## config.mk

```make
export PLATFORM = sky130hd
export DESIGN_NAME = aud_rx
export DESIGN_NICKNAME = d
export VERILOG_FILES = /design/src/rtl/aud_rx_pkg.sv /design/src/rtl/aud_rx_sync.sv /design/src/rtl/aud_rx_frame.sv /design/src/rtl/aud_rx_out.sv /design/src/rtl/aud_rx.sv
export SDC_FILE = /design/constraint.sdc
export NUM_CORES = 1
export LEC_CHECK = 0
export ABC_AREA = 0
export CORE_MARGIN = 2
export CORE_UTILIZATION = 30
export CTS_BUF_LIST = sky130_fd_sc_hd__clkbuf_16
export CTS_CLUSTER_SIZE = 16
export DETAILED_ROUTE_END_ITERATION = 8
export HOLD_SLACK_MARGIN = 0.1
export PLACE_DENSITY = 0.54
export SETUP_SLACK_MARGIN = 0.02
export SYNTH_ARGS = -nofsm -noshare
export SYNTH_HDL_FRONTEND = slang
export SYNTH_SLANG_ARGS = --single-unit
```

## constraint.sdc

```tcl
create_clock -name clk -period 2 [get_ports clk]
set_input_delay 0.3 -clock clk [delete_from_list [all_inputs] [get_ports clk]]
set_output_delay 0.3 -clock clk [all_outputs]
set_load 0.01 [all_outputs]
```

## src/rtl/aud_rx_pkg.sv

```systemverilog
package aud_rx_pkg;

  typedef enum logic [1:0] {
    FMT_END16   = 2'b00,
    FMT_END18   = 2'b01,
    FMT_START18 = 2'b10,
    FMT_IIC     = 2'b11
  } fmt_e;

endpackage

```

## src/rtl/aud_rx_sync.sv

```systemverilog
module aud_rx_sync #(
  parameter int STAGES = 2
) (
  input  logic clk,
  input  logic rst_n,
  input  logic bclk,
  input  logic lrclk,
  input  logic sdata,
  output logic bit_stb,
  output logic bit_val,
  output logic lr_val
);

  logic [STAGES-1:0] b_q, b_d;
  logic [STAGES-1:0] l_q, l_d;
  logic [STAGES-1:0] s_q, s_d;
  logic              b_prev_q, b_prev_d;

  always_comb begin
    b_d      = {b_q[STAGES-2:0], bclk};
    l_d      = {l_q[STAGES-2:0], lrclk};
    s_d      = {s_q[STAGES-2:0], sdata};
    b_prev_d = b_q[STAGES-1];
  end

  always_ff @(posedge clk or negedge rst_n) begin
    if (!rst_n) begin
      b_q      <= '0;
      l_q      <= '0;
      s_q      <= '0;
      b_prev_q <= 1'b0;
    end else begin
      b_q      <= b_d;
      l_q      <= l_d;
      s_q      <= s_d;
      b_prev_q <= b_prev_d;
    end
  end

  assign bit_stb = b_q[STAGES-1] & ~b_prev_q;
  assign bit_val = s_q[STAGES-1];
  assign lr_val  = l_q[STAGES-1];

endmodule

```

## src/rtl/aud_rx_frame.sv

```systemverilog
module aud_rx_frame
  import aud_rx_pkg::*;
#(
  parameter int W  = 18,
  parameter int CW = $clog2(W + 1)
) (
  input  logic          clk,
  input  logic          rst_n,
  input  logic [1:0]    fmt,
  input  logic          bit_stb,
  input  logic          bit_val,
  input  logic          lr_val,
  output logic          word_stb,
  output logic          word_left,
  output logic [W-1:0]  lsb_word,
  output logic [W-1:0]  msb_word,
  output logic [CW-1:0] msb_cnt
);

  localparam logic [CW-1:0] W_C = CW'(W);

  logic          lr1_q, lr1_d, lr2_q, lr2_d;
  logic [1:0]    hist_q, hist_d;
  logic          armed_q, armed_d;
  logic [W-1:0]  lsr_q, lsr_d, msr_q, msr_d;
  logic [CW-1:0] cnt_q, cnt_d;
  logic          stb_d, left_d;
  logic [W-1:0]  lword_d, mword_d;
  logic [CW-1:0] mcnt_d;
  logic          iic, fr_now, fr_old, hist_ok, bound;

  always_comb begin
    iic     = (fmt == FMT_IIC);
    fr_now  = iic ? lr1_q : lr_val;
    fr_old  = iic ? lr2_q : lr1_q;
    hist_ok = (hist_q == 2'd2);
    bound   = bit_stb && hist_ok && (fr_now != fr_old);

    lr1_d   = lr1_q;
    lr2_d   = lr2_q;
    hist_d  = hist_q;
    armed_d = armed_q;
    lsr_d   = lsr_q;
    msr_d   = msr_q;
    cnt_d   = cnt_q;
    stb_d   = 1'b0;
    left_d  = word_left;
    lword_d = lsb_word;
    mword_d = msb_word;
    mcnt_d  = msb_cnt;

    if (bit_stb) begin
      lr1_d  = lr_val;
      lr2_d  = lr1_q;
      hist_d = hist_ok ? hist_q : hist_q + 2'd1;
      lsr_d  = {lsr_q[W-2:0], bit_val};
      if (bound) begin
        armed_d = 1'b1;
        stb_d   = armed_q;
        left_d  = iic ? ~fr_old : fr_old;
        lword_d = lsr_q;
        mword_d = msr_q;
        mcnt_d  = cnt_q;
        msr_d   = {{(W-1){1'b0}}, bit_val};
        cnt_d   = CW'(1);
      end else if (cnt_q < W_C) begin
        msr_d = {msr_q[W-2:0], bit_val};
        cnt_d = cnt_q + CW'(1);
      end
    end
  end

  always_ff @(posedge clk or negedge rst_n) begin
    if (!rst_n) begin
      lr1_q     <= 1'b0;
      lr2_q     <= 1'b0;
      hist_q    <= 2'd0;
      armed_q   <= 1'b0;
      lsr_q     <= '0;
      msr_q     <= '0;
      cnt_q     <= '0;
      word_stb  <= 1'b0;
      word_left <= 1'b0;
      lsb_word  <= '0;
      msb_word  <= '0;
      msb_cnt   <= '0;
    end else begin
      lr1_q     <= lr1_d;
      lr2_q     <= lr2_d;
      hist_q    <= hist_d;
      armed_q   <= armed_d;
      lsr_q     <= lsr_d;
      msr_q     <= msr_d;
      cnt_q     <= cnt_d;
      word_stb  <= stb_d;
      word_left <= left_d;
      lsb_word  <= lword_d;
      msb_word  <= mword_d;
      msb_cnt   <= mcnt_d;
    end
  end

  AST_CNT_RANGE: assert property (@(posedge clk) disable iff (!rst_n)
    cnt_q <= W_C);
  AST_STB_AFTER_EDGE: assert property (@(posedge clk) disable iff (!rst_n)
    word_stb |-> $past(bit_stb));
  AST_STB_WORD_LEN: assert property (@(posedge clk) disable iff (!rst_n)
    word_stb |-> msb_cnt != '0);

endmodule

```

## src/rtl/aud_rx_out.sv

```systemverilog
module aud_rx_out
  import aud_rx_pkg::*;
#(
  parameter int W  = 18,
  parameter int SW = 16,
  parameter int CW = $clog2(W + 1)
) (
  input  logic          clk,
  input  logic          rst_n,
  input  logic [1:0]    fmt,
  input  logic          word_stb,
  input  logic          word_left,
  input  logic [W-1:0]  lsb_word,
  input  logic [W-1:0]  msb_word,
  input  logic [CW-1:0] msb_cnt,
  output logic [W-1:0]  left_data,
  output logic          left_vld,
  output logic [W-1:0]  right_data,
  output logic          right_vld
);

  localparam logic [CW-1:0] W_C = CW'(W);

  logic [W-1:0]  sample;
  logic [CW-1:0] shamt;
  logic [W-1:0]  ldat_d, rdat_d;
  logic          lvld_d, rvld_d;

  always_comb begin
    shamt = W_C - msb_cnt;
    unique case (fmt)
      FMT_END16: sample = {{(W-SW){lsb_word[SW-1]}}, lsb_word[SW-1:0]};
      FMT_END18: sample = lsb_word;
      default:   sample = msb_word << shamt;
    endcase
    lvld_d = word_stb &&  word_left;
    rvld_d = word_stb && !word_left;
    ldat_d = lvld_d ? sample : left_data;
    rdat_d = rvld_d ? sample : right_data;
  end

  always_ff @(posedge clk or negedge rst_n) begin
    if (!rst_n) begin
      left_data  <= '0;
      right_data <= '0;
      left_vld   <= 1'b0;
      right_vld  <= 1'b0;
    end else begin
      left_data  <= ldat_d;
      right_data <= rdat_d;
      left_vld   <= lvld_d;
      right_vld  <= rvld_d;
    end
  end

  AST_VLD_EXCL: assert property (@(posedge clk) disable iff (!rst_n)
    !(left_vld && right_vld));
  AST_LEFT_PULSE: assert property (@(posedge clk) disable iff (!rst_n)
    left_vld |=> !left_vld);
  AST_RIGHT_PULSE: assert property (@(posedge clk) disable iff (!rst_n)
    right_vld |=> !right_vld);
  AST_SIGN_EXT: assert property (@(posedge clk) disable iff (!rst_n)
    (left_vld && fmt == FMT_END16) |->
      (left_data[W-1:SW-1] == '0 || left_data[W-1:SW-1] == '1));

endmodule

```

## src/rtl/aud_rx.sv

```systemverilog
module aud_rx
  import aud_rx_pkg::*;
#(
  parameter int W      = 18,
  parameter int SW     = 16,
  parameter int STAGES = 2
) (
  input  logic          clk,
  input  logic          rst_n,
  input  logic [1:0]    fmt,
  input  logic          bclk,
  input  logic          lrclk,
  input  logic          sdata,
  output logic [W-1:0]  left_data,
  output logic          left_vld,
  output logic [W-1:0]  right_data,
  output logic          right_vld
);

  localparam int CW = $clog2(W + 1);

  logic          bit_stb, bit_val, lr_val;
  logic          word_stb, word_left;
  logic [W-1:0]  lsb_word, msb_word;
  logic [CW-1:0] msb_cnt;

  aud_rx_sync #(.STAGES(STAGES)) u_sync (
    .clk(clk), .rst_n(rst_n), .bclk(bclk), .lrclk(lrclk), .sdata(sdata),
    .bit_stb(bit_stb), .bit_val(bit_val), .lr_val(lr_val)
  );

  aud_rx_frame #(.W(W), .CW(CW)) u_frame (
    .clk(clk), .rst_n(rst_n), .fmt(fmt),
    .bit_stb(bit_stb), .bit_val(bit_val), .lr_val(lr_val),
    .word_stb(word_stb), .word_left(word_left),
    .lsb_word(lsb_word), .msb_word(msb_word), .msb_cnt(msb_cnt)
  );

  aud_rx_out #(.W(W), .SW(SW), .CW(CW)) u_out (
    .clk(clk), .rst_n(rst_n), .fmt(fmt),
    .word_stb(word_stb), .word_left(word_left),
    .lsb_word(lsb_word), .msb_word(msb_word), .msb_cnt(msb_cnt),
    .left_data(left_data), .left_vld(left_vld),
    .right_data(right_data), .right_vld(right_vld)
  );

  AST_RESET_QUIET: assert property (@(posedge clk)
    !rst_n |-> (!left_vld && !right_vld));

endmodule

```

==> metrics.yaml <==
outcome:
  outcome: "finished with violations"
  violations: "setup timing"
placement:
  hpwlAfterDp_um: 11100
  pre_cts_ws_ps: -236
  io_buffers: 44
  dp_cells: 918
  place_congestion: 0.837
power_and_ir_drop:
  intPower_w: 0.00912
  pwr-share-seq_pct: 30.6
  power_density_mw_per_mm2: 1670
  worst_ir_drop_vdd_v: 0.000725
  p_sw_w: 0.00497
  leakage_nw: 3.78
  power_frac_comb_pct: 46.1
  switching_share_pct: 35.3
  p_clk_share_pct: 23.3
global_routing:
  grt_antenna_before_repair: 0
  grt_pass1_wl_um: 25600
  grt_start_max_net_pins: 54
  overflow: 0
  grt_usage_pct: 14.7
  grt_pass1_vias: 4836
worst_setup_path:
  critical_path_arrival_ps: 2370
  path_cells: "buf_12 -> mux2_4 -> mux4_2 -> a222oi_1 -> nand2b_4 -> a31oi_1"
  crit_path_start_kind: "flip-flop"
  r2r_cells: 6
  cpLargestDelayFamily: "multiplexers"
  path_depth: 6
  slowest_stage: "mux4_2"
  worstPathMaxFanout: 15
  r2r_start: "u_frame.msb_cnt[0]$_DFFE_PN0P_"
  r2r_end: "u_out.right_data[14]$_DFFE_PN0P_"
  end_kind: "flip-flop"
  reg2reg_slack_ps: -80
  cp.buffers_inverters: 1
  crit_required_ps: 2290
  cp_slowest_stage_delay_ps: 480
  criticalPathCategory: "reg -> reg"
clock_tree:
  clk_pin_slew_worst_paths_ps: 60
  clock_sinks: 134
  ctsLongestPathBuffers: 2
  cts_root_buffer: "clkbuf_16"
  ctsHtreeMaxLevel: 4
  clock_latency_ps: 430
  cts_buffers: 17
  cts_tree: "yes"
synthesis:
  syn_area_per_cell_um2: 11.0
  netlist_instances: 573
  synth_nets: 583
  synth-edff-count: 0
  synth_seq_cells: 134
  synth_cell_types: 63
  yosys_most_used_dff: "dfrtp_1"
  ys_seq_area_share_pct: 53.3
  synth.cell_area_mm2: 0.00629
  synth.area.top_cells: "dfrtp_1, mux2_2, nand2_1, mux2i_1, o21ai_0"
  synth_top_cell_by_area: "dfrtp_1"
  synthTopCellsByCount: "dfrtp_1, nand2_1, mux2_2"
  yosys_warnings: 0
  synthArstFlopShare_pct: 100
  synth_top_area_share_pct: 53.3
hold_path:
  hold_depth: 1
  min-delay-start: "bclk"
  min_to: "u_sync.b_q[0]$_DFF_PN0_"
  min-delay-path-class: "in -> reg"
routing:
  drcViolationCount: 0
  dr_total_vias: 4669
  antenna_left: 0
  drt-initial-drc-count: 243
  wirelength_um: 15400
  wire_per_inst_um: 16.0
  via_per_inst: 4.85
  dr.pass1.iters: 5
sta:
  slew_headroom_pct: 64.7
  achievable-frequency_mhz: 481
  tightest_slew_ps: 529
  setup_viol: 12
  finalClockSkew_ps: 8.34
  period_share_pct: 104
  fin_ws_ps: -80.7
  setup_tns_ps: -547
  fin_crit_ps: 2080
  slew_viol_final: 0
  hold_viol_final: 0
  rsz0062_at_grt: "yes"
floorplanning:
  die-area_mm2: 0.0222
  ioPinCount: 45
  std_cell_rows: 52
  fp.dieH_um: 149
  fp.coreArea_mm2: 0.0204
  die_x_um: 149
  initial_utilization_pct: 30.8
final_layout:
  syn2layout_area_growth_pct: 33.7
  seq_area_mm2: 0.00335
  n_antenna_cell: 0
  drive_gt1_share_pct: 32.1
  final_cells: 962
  nNetsFinal: 689
  multi_input_area_mm2: 0.00296
  n_fill_cell: 1949
  fin_util_pct: 41.2
job:
  drv_cap: 0
## through the flow
step / cell area, µm² / hold slack, ps / total power [W]
detailed placement: 7450 / 237 / 0.0100
finish: 8420 / 314 / 0.0141
floorplan: 6350 / 4.41 / 0.00753
CTS: 8250 / 302 / 0.0137
global placement: 7450 / 232 / 0.00985
global route: 8420 / 301 / 0.0149
## logic make-up after synthesis
kind of cell | count (synthesis) | share of synthesized area, %
and+or+nand+nor | 197 | 13.7
DFF | 134 | 53.3
AOI/OAI and AO/OA | 108 | 10.9
muxes | 82 | 16.2
buffers and inverters | 41 | 4.04
xor gates and xnor gates | 8 | 1.41
adders and majority gates | 3 | 0.596
## what timing repair did
item | in CTS | in global routing
buffers inserted | 8 | 4
hold buffers | 1 | 0
endpoints found under the setup margin | 33 | 36
gates resized for setup | 29 | 42
pin swaps | 11 | 8
hold endpoints to repair | 37 | 0
## cells in the final DEF, fill, tap and decap left out, types with 3 or more instances in the layout
cell type,Yosys,routed
a21oi_1,30,30
o21ai_0,33,15
o21ai_2,0,5
inv_8,0,3
mux4_2,6,7
inv_1,3,3
bufinv_16,0,3
a221oi_2,0,3
nor2b_1,6,6
mux2_2,51,47
buf_12,2,5
nand2_1,134,132
xnor2_1,4,3
clkinv_4,0,3
and3_1,7,5
o21ai_1,5,18
nor2_1,21,20
nand2b_1,7,6
mux2i_1,20,18
a31oi_1,6,4
o31ai_1,6,4
dfrtp_1,134,133
clkbuf_16,0,17
a22oi_2,0,4
inv_6,0,3
buf_4,1,64
mux2_4,2,6
buf_6,1,9
clkdlybuf4s50_1,0,43
a222oi_1,3,3
nand3_1,5,4
## layout make-up
| type | count | share of cell area (%) |
|---|---|---|
| clock buffer | 17 | 5.06 |
| clock inverter | 15 | 2.32 |
| inverter | 6 | 0.282 |
| multi-input combinational | 398 | 35.1 |
| sequential | 134 | 39.9 |
| tap | 270 | 4.01 |
| timing repair buffer | 122 | 13.3 |
## flip-flops by register name, indices dropped and copies added, names as in the netlist, 2 cells and up
name	count
u_sync.b_q	2
u_frame.msb_cnt	5
u_sync.l_q	2
u_frame.hist_q	2
u_frame.msr_q	18
u_frame.lsb_word	18
u_out.right_data	18
u_frame.lsr_q	18
u_sync.s_q	2
u_out.left_data	18
u_frame.msb_word	18
u_frame.cnt_q	5
## layer usage
metal  track usage (%)  vias to the layer above  routed length (µm)  part of all wire [%]
met5                 0                        -                   0                     0
met4              4.71                        0                 261                   1.7
met3              3.61                       23                 499                   3.2
met2              24.8                       76                7630                    50
met1              18.5                     2338                6990                    45
li1                  -                     2232                   -                     -
## how the worst max path moves through the flow
| stage | to | startpoint | slack, ps |
|---|---|---|---|
| floorplan | u_out.left_data[9]$_DFFE_PN0P_ | u_frame.msb_cnt[1]$_DFFE_PN0P_ | 0.09 |
| finish | u_out.right_data[14]$_DFFE_PN0P_ | u_frame.msb_cnt[0]$_DFFE_PN0P_ | -80 |
| detailed placement | u_frame.msb_word[12]$_DFFE_PN0P_ | fmt[0] | -240 |
| CTS | u_out.right_data[12]$_DFFE_PN0P_ | u_frame.msb_cnt[0]$_DFFE_PN0P_ | -70 |
| global route | u_out.right_data[8]$_DFFE_PN0P_ | u_frame.msb_cnt[0]$_DFFE_PN0P_ | -160 |
| global placement | u_frame.msb_word[9]$_DFFE_PN0P_ | fmt[0] | -160 |
## power by group through the flow
stage / Clock (W) / Sequential, W / Combinational (W)
2_1_floorplan: 0 / 0.00420 / 0.00333
3_3_place_gp: 0 / 0.00428 / 0.00556
3_5_place_dp: 0 / 0.00433 / 0.00566
4_1_cts: 0.00333 / 0.00431 / 0.00611
5_1_grt: 0.00345 / 0.00444 / 0.00702
6_report: 0.00329 / 0.00431 / 0.00649
No activity file was read; power rests on OpenSTA's default activity.
